### src/rtl/arb_pkg.sv
package arb_pkg;

  typedef enum logic [1:0] {
    PARK_NONE  = 2'd0,
    PARK_LAST  = 2'd1,
    PARK_FIXED = 2'd2,
    PARK_RSVD  = 2'd3
  } park_mode_e;

  localparam int unsigned CFG_SLOT_RST = 16;
  localparam logic        CFG_ARB_RST  = 1'b0;

endpackage

### src/rtl/arb_cfg_reg.sv
module arb_cfg_reg #(
  parameter int ID_W   = 4,
  parameter int SLOT_W = 8
) (
  input  logic              clk,
  input  logic              rst_n,
  input  logic              wr,
  input  logic              arb_fixed_i,
  input  logic [1:0]        mode_i,
  input  logic [ID_W-1:0]   id_i,
  input  logic [SLOT_W-1:0] slot_i,
  output logic              arb_fixed_q,
  output logic [1:0]        mode_q,
  output logic [ID_W-1:0]   id_q,
  output logic [SLOT_W-1:0] slot_q
);
  import arb_pkg::*;

  always_ff @(posedge clk or negedge rst_n) begin
    if (!rst_n) begin
      arb_fixed_q <= CFG_ARB_RST;
      mode_q      <= PARK_NONE;
      id_q        <= '0;
      slot_q      <= SLOT_W'(CFG_SLOT_RST);
    end else if (wr) begin
      arb_fixed_q <= arb_fixed_i;
      mode_q      <= mode_i;
      id_q        <= id_i;
      slot_q      <= slot_i;
    end
  end

endmodule

### src/rtl/arb_pick.sv
module arb_pick #(
  parameter int N_MST = 4,
  parameter int IDX_W = 2
) (
  input  logic [N_MST-1:0] cand,
  input  logic [IDX_W-1:0] last,
  input  logic             fixed_mode,
  output logic             hit,
  output logic [IDX_W-1:0] win
);

  // lowest set index of v
  function automatic logic [IDX_W-1:0] lowest_idx(logic [N_MST-1:0] v);
    logic [IDX_W-1:0] r;
    r = '0;
    for (int i = N_MST - 1; i >= 0; i--) begin
      if (v[i]) r = IDX_W'(i);
    end
    return r;
  endfunction

  // first set index found searching upward from last+1, with wrap
  function automatic logic [IDX_W-1:0] rotate_idx(logic [N_MST-1:0] v,
                                                  logic [IDX_W-1:0] lst);
    logic [IDX_W-1:0] r;
    int j;
    r = '0;
    for (int k = N_MST; k >= 1; k--) begin
      j = (int'(lst) + k) % N_MST;
      if (v[j]) r = IDX_W'(j);
    end
    return r;
  endfunction

  assign hit = |cand;
  assign win = fixed_mode ? lowest_idx(cand) : rotate_idx(cand, last);

endmodule

### src/rtl/arb_slot_ctr.sv
module arb_slot_ctr #(
  parameter int SLOT_W = 8
) (
  input  logic              clk,
  input  logic              rst_n,
  input  logic              reload,
  input  logic              advance,
  input  logic [SLOT_W-1:0] limit,
  output logic              expired
);

  logic [SLOT_W-1:0] cnt_q;

  function automatic logic slot_done(logic [SLOT_W-1:0] c, logic [SLOT_W-1:0] l);
    return (l != '0) && (c >= l);
  endfunction

  always_ff @(posedge clk or negedge rst_n) begin
    if (!rst_n)                         cnt_q <= '0;
    else if (reload)                    cnt_q <= SLOT_W'(1);
    else if (advance && cnt_q != '1)    cnt_q <= cnt_q + SLOT_W'(1);
  end

  assign expired = slot_done(cnt_q, limit);

endmodule

### src/rtl/arb_slave_port.sv
module arb_slave_port #(
  parameter int               N_MST     = 4,
  parameter int               ID_W      = 4,
  parameter int               SLOT_W    = 8,
  parameter logic [N_MST-1:0] CONNECTED = '1,
  localparam int              IDX_W     = (N_MST > 1) ? $clog2(N_MST) : 1
) (
  input  logic              clk,
  input  logic              rst_n,
  input  logic              cfg_wr,
  input  logic              cfg_arb_fixed,
  input  logic [1:0]        cfg_park_mode,
  input  logic [ID_W-1:0]   cfg_park_id,
  input  logic [SLOT_W-1:0] cfg_slot,
  input  logic [N_MST-1:0]  req,
  input  logic [N_MST-1:0]  burst,
  output logic [N_MST-1:0]  grant,
  output logic              conn_vld,
  output logic [IDX_W-1:0]  conn_idx
);
  import arb_pkg::*;

  logic              cfg_fixed_q;
  logic [1:0]        cfg_mode_q;
  logic [ID_W-1:0]   cfg_id_q;
  logic [SLOT_W-1:0] cfg_slot_q;

  logic [IDX_W-1:0]  own_q, own_d, last_q, last_d;
  logic              vld_q, vld_d;
  logic [N_MST-1:0]  own_mask, cand;
  logic              own_req, own_burst, others_req, cont;
  logic              slot_expired, hold_ev, brk_ev, park_ok;
  logic              pick_hit, ctr_reload, ctr_adv;
  logic [IDX_W-1:0]  pick_win;
  park_mode_e        mode;

  function automatic logic park_target_ok(logic [ID_W-1:0] id);
    if (int'(id) >= N_MST) return 1'b0;
    return CONNECTED[id[IDX_W-1:0]];
  endfunction

  arb_cfg_reg #(.ID_W(ID_W), .SLOT_W(SLOT_W)) u_cfg (
    .clk(clk), .rst_n(rst_n), .wr(cfg_wr),
    .arb_fixed_i(cfg_arb_fixed), .mode_i(cfg_park_mode),
    .id_i(cfg_park_id), .slot_i(cfg_slot),
    .arb_fixed_q(cfg_fixed_q), .mode_q(cfg_mode_q),
    .id_q(cfg_id_q), .slot_q(cfg_slot_q)
  );

  for (genvar g = 0; g < N_MST; g++) begin : g_dec
    assign own_mask[g] = vld_q && (own_q == IDX_W'(g));
  end

  assign mode       = park_mode_e'(cfg_mode_q);
  assign own_req    = |(req & own_mask);
  assign own_burst  = |(burst & own_mask);
  assign others_req = |(req & ~own_mask);
  assign cont       = own_req && own_burst;
  assign hold_ev    = cont && !(slot_expired && others_req);
  assign brk_ev     = cont && slot_expired && others_req;
  assign cand       = brk_ev ? (req & ~own_mask) : req;
  assign park_ok    = park_target_ok(cfg_id_q);

  arb_pick #(.N_MST(N_MST), .IDX_W(IDX_W)) u_pick (
    .cand(cand), .last(last_q), .fixed_mode(cfg_fixed_q),
    .hit(pick_hit), .win(pick_win)
  );

  arb_slot_ctr #(.SLOT_W(SLOT_W)) u_slot (
    .clk(clk), .rst_n(rst_n), .reload(ctr_reload), .advance(ctr_adv),
    .limit(cfg_slot_q), .expired(slot_expired)
  );

  always_comb begin
    own_d      = own_q;
    vld_d      = vld_q;
    last_d     = last_q;
    ctr_reload = 1'b0;
    ctr_adv    = 1'b0;
    if (hold_ev) begin
      ctr_adv = 1'b1;
    end else if (pick_hit) begin
      own_d      = pick_win;
      vld_d      = 1'b1;
      last_d     = pick_win;
      ctr_reload = 1'b1;
    end else begin
      ctr_reload = 1'b1;
      case (mode)
        PARK_LAST:  vld_d = vld_q;
        PARK_FIXED: begin
          if (park_ok) begin
            own_d = cfg_id_q[IDX_W-1:0];
            vld_d = 1'b1;
          end else begin
            vld_d = 1'b0;
          end
        end
        default:    vld_d = 1'b0;
      endcase
    end
  end

  always_ff @(posedge clk or negedge rst_n) begin
    if (!rst_n) begin
      own_q  <= '0;
      vld_q  <= 1'b0;
      last_q <= IDX_W'(N_MST - 1);
    end else begin
      own_q  <= own_d;
      vld_q  <= vld_d;
      last_q <= last_d;
    end
  end

  assign grant    = own_mask;
  assign conn_vld = vld_q;
  assign conn_idx = own_q;

endmodule

### config.mk
export PLATFORM = sky130hd
export DESIGN_NAME = arb_slave_port
export DESIGN_NICKNAME = d
export VERILOG_FILES = /design/src/rtl/arb_pkg.sv /design/src/rtl/arb_cfg_reg.sv /design/src/rtl/arb_pick.sv /design/src/rtl/arb_slot_ctr.sv /design/src/rtl/arb_slave_port.sv
export SDC_FILE = /design/constraint.sdc
export NUM_CORES = 1
export LEC_CHECK = 0
export BUFFER_PORTS_ARGS = -buffer_cell sky130_fd_sc_hd__buf_2
export CAP_MARGIN = 20
export CORE_ASPECT_RATIO = 1.1
export CORE_MARGIN = 2
export CORE_UTILIZATION = 55
export DETAILED_ROUTE_END_ITERATION = 6
export HOLD_SLACK_MARGIN = 0.03
export PLACE_DENSITY = 0.83
export SETUP_SLACK_MARGIN = 0.3
export SYNTH_ARGS = -nofsm -noshare
export SYNTH_HDL_FRONTEND = slang
export SYNTH_HIERARCHICAL = 1
export SYNTH_SLANG_ARGS = --single-unit
### constraint.sdc
create_clock -name clk -period 11.9 [get_ports clk]
set_input_delay 0.595 -clock clk [delete_from_list [all_inputs] [get_ports clk]]
set_output_delay 0.595 -clock clk [all_outputs]
set_load 0.05 [all_outputs]
== Word level (Yosys, flattened, before mapping) ==
Index checks and enable logic that the tools add are counted.
Word-level totals
  word-level logic and storage cells: 100
  register bits: 28
  output and inout port bits: 7
Cells by class
  add/sub/neg operators: 5
  muxes and demuxes: 36
  reduce and logical (&&, ||, !) cells: 27
  bitwise gates (word level): 9
  $lt $le $gt $ge: 7
  equality and inequality tests: 8
Operator list (count)
  2-to-1 mux 2 bit: 12
  less-than comparator 3 x 4 -> 1 bit, second input constant: 4
  2-to-1 mux 8 bit: 2
  OR reduction 4 bit: 4
  2-to-1 mux 1 bit: 15
  bitwise AND 4 bit: 3
  logical AND 1 bit: 11
  binary-select mux 1 bit (select 2 bit): 5
  adder 8 x 1 -> 8 bit, second input constant: 1
  greater-or-equal comparator 8 bit: 1
  != test 8 bit, second input constant: 1
  nonzero test 8 bit: 1
  OR reduction 2 bit: 4
  == test 2 bit, second input constant: 3
  adder 2 x 1 -> 2 bit, second input constant: 2
  adder 2 bit, second input constant: 2
  bitwise AND 1 bit, first input constant: 4
  == test 2 x 1 -> 1 bit, second input constant: 2
  greater-or-equal comparator 4 x 3 -> 1 bit, second input constant: 1
  2-to-1 mux 4 bit: 1
  NOT 4 bit: 1
  AND reduction 2 bit: 2
  nonzero test 2 bit: 2
  less-than comparator 2 x 3 -> 1 bit, second input constant: 1
  other kinds (7): 7

== Longest topological paths before layout ==
Gate-level depths: netlist (run 1).
  depth after elaboration: 17
  depth in mapped cells: 15
  depth with buffers taken out: 15

== Hierarchy ==
Netlist (run 1), hierarchy kept.
By module, submodules not included
  arb_slot_ctr: seq. area each 200.2 um^2, cells an instance 73, area each 644.4 um^2, instances 1
  arb_cfg_reg: seq. area each 376.6 um^2, cells an instance 32, area each 614.3 um^2, instances 1
  arb_slave_port: seq. area each 127.6 um^2, cells an instance 50, area each 528.0 um^2, instances 1
  arb_pick: seq. area each 0.0 um^2, cells an instance 15, area each 96.3 um^2, instances 1

== Worst setup path before layout (run 1) ==
No wires, ideal clock.
  path type: register to register
  start point: reg u_cfg.slot_q[4]
  end point: reg vld_q (netlist: conn_vld)
  setup time: 131 ps
  data required time: 11769 ps
  setup slack: 8050 ps
  data arrival time: 3719 ps
  cell stages (with the launch flop): 13
  path through: dfstp_2 > inv_1 > ha_1 > nand3_1 > a221o_1 > a31oi_1 > o21ai_0 > a31oi_2 > o2111ai_1 > o31a_2 > or4_1 > or2_2 > or3_1
Between the ends
  cells in the longest elaborated chain, start to end: 8
  elaborated cells on any way between the ends: 14
  those cells by class: 1 x order compare; 1 x eq/ne; 2 x mux; 1 x bitwise; 9 x reduce/logical
Ends and longest elaborated chain
  start, declared: RTL line arb_cfg_reg.sv:15  | output logic [SLOT_W-1:0] slot_q
  start signal, assigned: RTL line arb_cfg_reg.sv:24  | slot_q <= SLOT_W'(CFG_SLOT_RST);
  start signal, assigned: RTL line arb_cfg_reg.sv:29  | slot_q <= slot_i;
  greater-or-equal comparator 8 bit or nonzero test 8 bit (tied branches): RTL line arb_slot_ctr.sv:15  | return (l != '0) && (c >= l);
  logical AND 1 bit *: RTL line arb_slot_ctr.sv:15
  named net slot_expired: RTL line arb_slave_port.sv:32  | logic slot_expired, hold_ev, brk_ev, park_ok;
  logical AND 1 bit * (2 in a row): RTL line arb_slave_port.sv:60  | assign brk_ev = cont && slot_expired && others_req;
  2-to-1 mux 4 bit *: RTL line arb_slave_port.sv:61  | assign cand = brk_ev ? (req & ~own_mask) : req;
  named net cand[0]: RTL line arb_slave_port.sv:30  | logic [N_MST-1:0] own_mask, cand;
  OR reduction 4 bit *: RTL line arb_pick.sv:35  | assign hit = |cand;
  named net pick_hit: RTL line arb_slave_port.sv:33  | logic pick_hit, ctr_reload, ctr_adv;
  != test 2 bit (no source line)
  AND reduction 2 bit (no source line)
  end signal, assigned: RTL line arb_slave_port.sv:111  | vld_q <= vld_d;
  end, declared: RTL line arb_slave_port.sv:29  | logic vld_q, vld_d;
Mark *: on every way through the listed nets, which the timed path passes. The rest lies on a longest branch.
A chain may end at the register's enable or synchronous reset.

== Worst setup path in the final report (run 1) ==
  start point: reg u_slot.cnt_q[2]
  end point: reg vld_q (netlist: conn_vld)
Between the ends
  cells in the longest elaborated chain, start to end: 8
  elaborated cells on any way between the ends: 13
  those cells by class: 1 x order compare; 1 x eq/ne; 2 x mux; 1 x bitwise; 8 x reduce/logical
Ends and longest elaborated chain
  start, declared: RTL line arb_slot_ctr.sv:12  | logic [SLOT_W-1:0] cnt_q;
  start signal, assigned: RTL line arb_slot_ctr.sv:21  | else if (advance && cnt_q != '1) cnt_q <= cnt_q + SLOT_W'(1);
  greater-or-equal comparator 8 bit *: RTL line arb_slot_ctr.sv:15
  logical AND 1 bit *: RTL line arb_slot_ctr.sv:15
  named net slot_expired: RTL line arb_slave_port.sv:32
  logical AND 1 bit * (2 in a row): RTL line arb_slave_port.sv:60
  2-to-1 mux 4 bit *: RTL line arb_slave_port.sv:61
  named net cand[0]: RTL line arb_slave_port.sv:30
  OR reduction 4 bit *: RTL line arb_pick.sv:35
  named net pick_hit: RTL line arb_slave_port.sv:33
  != test 2 bit (no source line)
  AND reduction 2 bit (no source line)
Marked as above.

==> results of run 1 <==
power breakdown:
part	total [W]	internal [W]	switching, W
sequential	0.000134	0.000112	0.0000220
combinational	0.000145	0.0000538	0.0000915
clock	0.0000617	0.0000341	0.0000276
total	0.000341	0.000200	0.000141
metal layers:
layer,up-vias,wire [um],track usage
met3,6,129,0.01772
met1,692,1693,0.2980
met5,-,0,0
met2,41,1732,0.3451
li1,694,-,-
met4,0,59,0.07500
synthesized netlist by cell type (2+ instances only):
library cell and n:
dfrtp_1 25, inv_1 14, mux2_4 11, nor2_1 11
ha_1 9, nand2_1 9, mux2_2 7, nand3_1 7
o21ai_0 6, mux2i_1 5, a21oi_1 4, nand2b_1 4
o211ai_1 4, dfstp_2 3, xor2_1 3, a211oi_1 2
and4_2 2, buf_6 2, mux2_1 2, nor3_1 2
nor4_1 2, nor4b_1 2, o22a_1 2, o31a_1 2
o31a_2 2
layout by cell type, fill, tap and decap left out, drive strengths merged, types with 3 or more instances in the layout:
cell type and count:
nor4 3, mux2i 5, o21ai 7, nand2b 4, dfstp 3, dfrtp 25
mux2 20, ha 9, nand2 9, nor2 11, nand3 7, o211ai 4
clkbuf 3, xor2 3, inv 15, o31a 4, a21oi 5, buf 32
per-stage QoR:
step / cells / hold slack, ps
after floorplan: 170 / 299.4
after global placement: 233 / 497.1
after detailed placement: 233 / 500.6
after CTS: 237 / 259.5
after global routing: 237 / 268.5
final: 237 / 246.4
layout make-up:
class                           instances  area share
Clock buffer                            3     0.01078
Clock inverter                          1     0.01437
Inverter                               15     0.02934
Multi-Input combinational cell        122      0.5102
Sequential cell                        28      0.3371
Tap cell                               36     0.02156
Timing Repair Buffer                   32     0.07665
cells by family after synthesis:
family	count (synthesis)	share of synthesized area
adders and majority gates	9	0.05980
and+or+nand+nor	47	0.1369
AOI/OAI and AO/OA	36	0.1708
muxes	26	0.1801
buffers and inverters	20	0.05980
DFF	28	0.3741
xor gates and xnor gates	4	0.01861
state kept, by name (all words and copies together) (netlist names):
register and count:
u_cfg/id_q 4, last_q 2, u_cfg/mode_q 2, u_slot/cnt_q 8, u_cfg/arb_fixed_q 1, conn_idx 2, conn_vld 1, u_cfg/slot_q 8
final timing paths:
| check | slack [ps] | end | startpoint |
|---|---|---|---|
| setup / recovery | 7810 | conn_vld | u_slot/cnt_q[2] |
| hold / removal | 250 | u_cfg/slot_q[7] | rst_n |
| setup reg to reg | 7810 | conn_vld | u_slot/cnt_q[2] |
| hold reg to reg | 530 | u_cfg/id_q[2] | u_cfg/id_q[2] |
| max in group asynchronous | 11260 | u_slot/cnt_q[6] | rst_n |
| min in group clk | 480 | u_cfg/slot_q[3] | cfg_slot[3] |
worst max-delay path, cell delays in order, from the launching register on:
cell and delay, ps:
dfrtp_1 470, ha_1 300, o21ai_0 90, a221o_1 360
a31oi_1 240, o21ai_0 150, a31oi_2 380, o2111ai_1 260
o31a_2 360, or4_1 670, or2_2 380, or3_1 340
==> results.cfg, run 1 <==
[floorplanning]
rows = 22
dieWidth_um = 59.79
io_pins = 33
start_util = 0.5701
dieArea_sq_um = 3908
coreArea_sq_um = 3303
die_h_um = 65.37

[worst_hold_path]
holdCritPathClass = in2async

[yosys]
async_flop_share = 1.000
ys_types = 53
syn-instance-count = 170
syn_area_sq_um = 1883
synth_warnings = 6
yosysTopAreaCellShare = 0.3322
ys_seq_area_frac = 0.3741
ys_ff_latch = 28
synth_fp_nets = 205
synthFlopType = dfrtp_1
synth_top_cell_by_area = dfrtp_1
yosys-top-cells-area = dfrtp_1 33%, mux2_4 8.8%, ha_1 6.0%
synth_edf_count = 0
synth.avg_cell_area_sq_um = 11.08

[clock_network]
cts_tree = done
clock-sinks = 28
cts.clk_slew.worst_paths_ps = 140
ctsLongestPathBuffers = 2
cts_setup_buffers = 0
postCtsHoldBufs = 0
htreeDepth = 1
cts_buffers = 3
cts_resized = 0
clk_latency_ps = 330
cts_root_buffer = clkbuf_4

[place]
place_ws_ps = 7845
dp_hpwl_mm = 2.809
numPortBuffers = 32
placed_area_sq_um = 2037
gp_congestion = 0.8402

[grt]
grt_pass1_wl_mm = 6.396
antenna_found_initial = 0
grt_pass1_vias = 1409
grt-ovfl-total = 0
grt_use_total = 0.2136
grt_max_degree = 29

[final_layout]
multi_input_area_sq_um = 1066
regArea_sq_um = 704.4
num_antenna_cells = 0
areaGrowthSynthToFinish_pct = 10.96
final_util = 0.6326
fin_area_sq_um = 2090
drive_gt1_frac = 0.3632
nets = 237
n_fill_cell = 274

[drt]
routedWlPerCell_um = 15.25
ant_nets = 0
routed_wl_mm = 3.615
drtIter0Drc = 55
first_pass_iters = 4
routed-via-count = 1433
vias_per_cell = 6.046
drc_errors = 0

[timing]
tightest_slew_ps = 634.8
fin_tns_setup_ps = 0
slew_headroom = 0.5733
fin_skew_ps = 3.285
period_needed_ps = 4094
setup_viol = 0
setup_ws_ps = 7806
fin_crit_sh = 0.3441
rsz0062_at_grt = no
final_hold_viol_count = 0
slew_viol_final = 0
fmax_mhz = 244.2

[power_and_ir_drop]
ir_worst_vdd_mv = 0.09057
leakage_nw = 0.9613
p_per_area_nw_per_um2 = 163.1
power_w = 0.0003408

[critical_path]
end_kind = flip-flop
crit_type = reg2reg
required_ps = 12130
startpoint_type = flip-flop
crit_path_max_fanout = 7
rr_worst_depth = 11
worstPathArrival_ps = 4320

[flow_run]
maxCapViolCount = 0

[run_status]
status = completed
Power figures use the tool's default switching activity.
==> run 2: changes to the inputs <==
- clock period: 11.9 -> 4.21 ns (I/O delays scaled with it)
==> results.cfg, run 2 (same netlist as run 1, synthesis figures left out) <==
[timing]
final_hold_viol_count = 0
fin_tns_setup_ps = 0
setup_ws_ps = 513.5
fin_crit_sh = 0.8780
period_needed_ps = 3696
slew_viol_final = 0
rsz0062_at_grt = no
slew_headroom = 0.5520
fmax_mhz = 270.5
worst_hold_slack_ps = 104.4
fin_skew_ps = 7.208
tightest_slew_ps = 666.4
setup_viol = 0

[grt]
grt-ovfl-total = 0
grt_use_total = 0.2008
grt_pass1_wl_mm = 6.099
antenna_found_initial = 0
grt_max_degree = 29
grt_pass1_vias = 1342

[clock_network]
cts_setup_buffers = 0
clock-sinks = 28
cts_tree = done
cts_buffers = 3
clk_latency_ps = 320
ctsLongestPathBuffers = 2
cts_root_buffer = clkbuf_4
cts.clk_slew.worst_paths_ps = 150
htreeDepth = 1

[critical_path]
crit_type = reg2reg
worstPathArrival_ps = 3920
end_kind = flip-flop
crit_path_max_fanout = 5
startpoint_type = flip-flop
required_ps = 4430
crit_start = u_cfg/slot_q[4]
r2r-start = u_cfg/slot_q[4]

[place]
gp_congestion = 0.8800
place_ws_ps = 361.7
dp_hpwl_mm = 2.723
numPortBuffers = 32

[floorplanning]
rows = 22
start_util = 0.5701
dieWidth_um = 59.79
coreArea_sq_um = 3303
die_h_um = 65.37
dieArea_sq_um = 3908
io_pins = 33

[flow_run]
maxCapViolCount = 0

[worst_hold_path]
holdCritPathClass = in2reg
hold_start = cfg_slot[2]

[final_layout]
areaGrowthSynthToFinish_pct = 12.76
largestRegisters = u_cfg/slot_q x8, u_slot/cnt_q x8, u_cfg/id_q x4
final_util = 0.6428
final_cell_mix = 32 x buf_2, 25 x dfrtp_1, 14 x inv_1
final_common_cell = buf_2
n_fill_cell = 261
multi_input_area_sq_um = 1082
nets = 239
regArea_sq_um = 704.4
drive_gt1_frac = 0.3793
num_antenna_cells = 0

[drt]
dr_wl_met2_mm = 1.761
routed_wl_mm = 3.576
first_pass_iters = 4
met1_length_mm = 1.653
drtIter0Drc = 117
ant_nets = 0
drc_errors = 0
routed.top_layer = met4
routed-via-count = 1437
vias_per_cell = 6.013
routedWlPerCell_um = 14.96
wl_met3_um = 136

[power_and_ir_drop]
power_w = 0.0009646
ir_worst_vdd_mv = 0.2768
p_per_area_nw_per_um2 = 454.3
leakage_nw = 0.9730

[run_status]
status = completed
run 2: cell types whose count changed in the layout (fill, tap and decap cells not counted), sizes merged:
cell,change
buf,+1
dlygate4sd3,+1
run 2: power breakdown:
| group | switching, W | internal (W) |
|---|---|---|
| clock network | 0.0000757 | 0.0000962 |
| logic | 0.000259 | 0.000154 |
| registers | 0.0000632 | 0.000316 |
| total | 0.000398 | 0.000567 |
run 2: final timing paths:
path	endpoint	slack, ps	depth (start not counted)
worst min register to register	u_cfg/mode_q[1]	550	1
worst max-delay path	conn_vld	510	12
worst max register to register	conn_vld	510	12
max in group asynchronous	conn_idx[0]	3420	2
worst min-delay path	u_cfg/slot_q[2]	100	2
min in group asynchronous	u_cfg/id_q[3]	400	2
run 2: per-layer routing:
layer | track usage | up-vias
li1 | - | 702
met5 | 0 | -
met4 | 0.05000 | 0
met1 | 0.2776 | 690
met2 | 0.3397 | 41
met3 | 0.01378 | 4
run 2: final cells by class:
type | count | share of cell area
multi-input cells | 122 | 0.5097
flip-flops and latches | 28 | 0.3318
repair buffers | 34 | 0.08368
inverters | 15 | 0.02887
well taps | 36 | 0.02121
clock inverters | 1 | 0.01414
clock buffers | 3 | 0.01061
run 2: repair_timing:
| action | 4_1_cts | 5_1_grt |
|---|---|---|
| setup endpoints to repair | 0 | 3 |
| hold buffers | 1 | 0 |
| hold endpoints to repair | 25 | 0 |
| gates resized for setup | 0 | 3 |
run 2: stage by stage:
stage / area (sq um) / std cells
final: 2123 / 239
after global routing: 2123 / 239
after CTS: 2107 / 239
after detailed placement: 2044 / 234
after global placement: 2044 / 234
after floorplan: 1883 / 170
run 2: worst max-delay path: stages (launching register included):
cell,delay [ps]
dfstp_2,580
inv_1,40
ha_1,260
nand3_1,60
a221o_1,270
a31oi_2,220
o21ai_0,140
a31oi_2,200
o2111ai_2,170
o31a_2,360
or4_4,600
or2_2,350
or3_1,340
==> run 3: changes to the inputs <==
- CAP_MARGIN: 20 -> default
- CELL_PAD_IN_SITES_DETAIL_PLACEMENT: default -> 0
- CELL_PAD_IN_SITES_GLOBAL_PLACEMENT: default -> 1
- CORE_UTILIZATION: 55 -> 44
- PLACE_DENSITY: 0.83 -> 0.84
==> results.cfg, run 3 (same netlist as run 1, synthesis figures left out) <==
[critical_path]
r2r-start = u_cfg/slot_q[4]
reg2reg_slack_ps = 450
startpoint_type = flip-flop
end_kind = flip-flop
crit_buf_inv = 1
required_ps = 4360
crit_type = reg2reg
path_delay_family = compound AO/OA/AOI/OAI gates
crit_path_max_fanout = 5
worstPathCellList = inv_1 > ha_1 > nand3_1 > a221o_1 > a31oi_2 > o21ai_1 > a31oi_2 > o2111ai_2 > o31a_2 > or4_4 > or2_2 > or3_1
crit_top_cell = a31oi_2
critPathMaxStageDelay_ps = 600
crit_path_top_delay_cell = or4_4
worstPathArrival_ps = 3910
rr_worst_depth = 12
r2r-end = conn_vld

[timing]
setup_ws_ps = 452.7
final_hold_viol_count = 0
slew_headroom = 0.5577
fin_tns_setup_ps = 0
fin_crit_sh = 0.8925
period_needed_ps = 3757
fmax_mhz = 266.2
fin_skew_ps = 2.081
rsz0062_at_grt = no
setup_viol = 0
slew_viol_final = 0
tightest_slew_ps = 658.0

[grt]
grt_max_degree = 29
grt_pass1_vias = 1469
grt_use_total = 0.1761
grt_pass1_wl_mm = 6.610
grt-ovfl-total = 0
antenna_found_initial = 0

[drt]
routed_wl_mm = 3.945
drc_errors = 0
met1_length_mm = 1.802
ant_nets = 0
vias_per_cell = 5.629
first_pass_iters = 4
wl_met3_um = 177
routed-via-count = 1441
drtIter0Drc = 62
routed.top_layer = met4
dr_wl_met2_mm = 1.928
routedWlPerCell_um = 15.41

[clock_network]
cts_root_buffer = clkbuf_8
clk_latency_ps = 270
clock-sinks = 28
cts.clk_slew.worst_paths_ps = 90
htreeDepth = 1
ctsLongestPathBuffers = 2
cts_buffers = 3
cts_tree = done

[flow_run]
maxCapViolCount = 0

[final_layout]
nets = 240
n_fill_cell = 392
largestRegisters = u_cfg/slot_q x8, u_slot/cnt_q x8, u_cfg/id_q x4
areaGrowthSynthToFinish_pct = 14.35
num_antenna_cells = 0
final_util = 0.5351
drive_gt1_frac = 0.3824
fin_area_sq_um = 2153
final_common_cell = buf_2
final_cell_mix = 32 x buf_2, 25 x dfrtp_1, 14 x inv_1

[place]
place_ws_ps = 287.9
gp_congestion = 0.8130
placed_area_sq_um = 2064
dp_hpwl_mm = 3.031
numPortBuffers = 32

[power_and_ir_drop]
p_per_area_nw_per_um2 = 443.5
leakage_nw = 0.9786
ir_worst_vdd_mv = 0.2504

[run_status]
status = completed

[worst_hold_path]
holdCritPathClass = in2reg
hold_depth = 2
hold_start = cfg_slot[6]
whs_endpoint = u_cfg/slot_q[6]

[floorplanning]
coreArea_sq_um = 4024
rows = 24
start_util = 0.4680
dieWidth_um = 66.38
io_pins = 33
die_h_um = 72.61
dieArea_sq_um = 4819
[run 3: worst max-delay path by stage]
stage	cells past startpoint	startpoint	slack (ps)	endpoint
3_3_place_gp	12	u_cfg/slot_q[4]	410	conn_vld
6_report	12	u_cfg/slot_q[4]	450	conn_vld
3_5_place_dp	12	u_cfg/slot_q[4]	290	conn_vld
2_1_floorplan	12	u_cfg/slot_q[4]	360	conn_vld
5_1_grt	12	u_cfg/slot_q[4]	310	conn_vld
4_1_cts	12	u_cfg/slot_q[4]	350	conn_vld
[run 3: what timing repair did]
| item | CTS | global route |
|---|---|---|
| hold endpoints to repair | 25 | 0 |
| pin swaps | 0 | 1 |
| endpoints found under the setup margin | 3 | 3 |
| hold buffers | 1 | 0 |
| buffers inserted | 0 | 1 |
| resized for setup | 1 | 3 |
[run 3: through the flow]
step	total power, W	cells	hold slack [ps]
final	0.0009551	256	165.7
after global routing	0.001017	256	153.5
after CTS	0.0009575	255	163.3
after detailed placement	0.0007919	250	248.0
after global placement	0.0007800	250	245.5
after floorplan	0.0007097	170	-85.09
[run 3: area by class of cell]
type	instances	area [sq um]	area share
Tap cell	52	65.06	0.03021
Inverter	15	61.31	0.02847
Clock buffer	4	55.05	0.02557
Multi-Input combinational cell	122	1082	0.5026
Sequential cell	28	704.4	0.3271
Timing Repair Buffer	35	185.2	0.08600
[run 3: power by group]
group	internal, W	switching [W]
Sequential	0.000316	0.0000620
Combinational	0.000154	0.000258
Clock	0.0000836	0.0000809
[run 3: layer usage]
layer  vias up  track usage
li1        701            -
met5         -            0
met2        42       0.3011
met4         0      0.05215
met1       694       0.2320
met3         4      0.02469
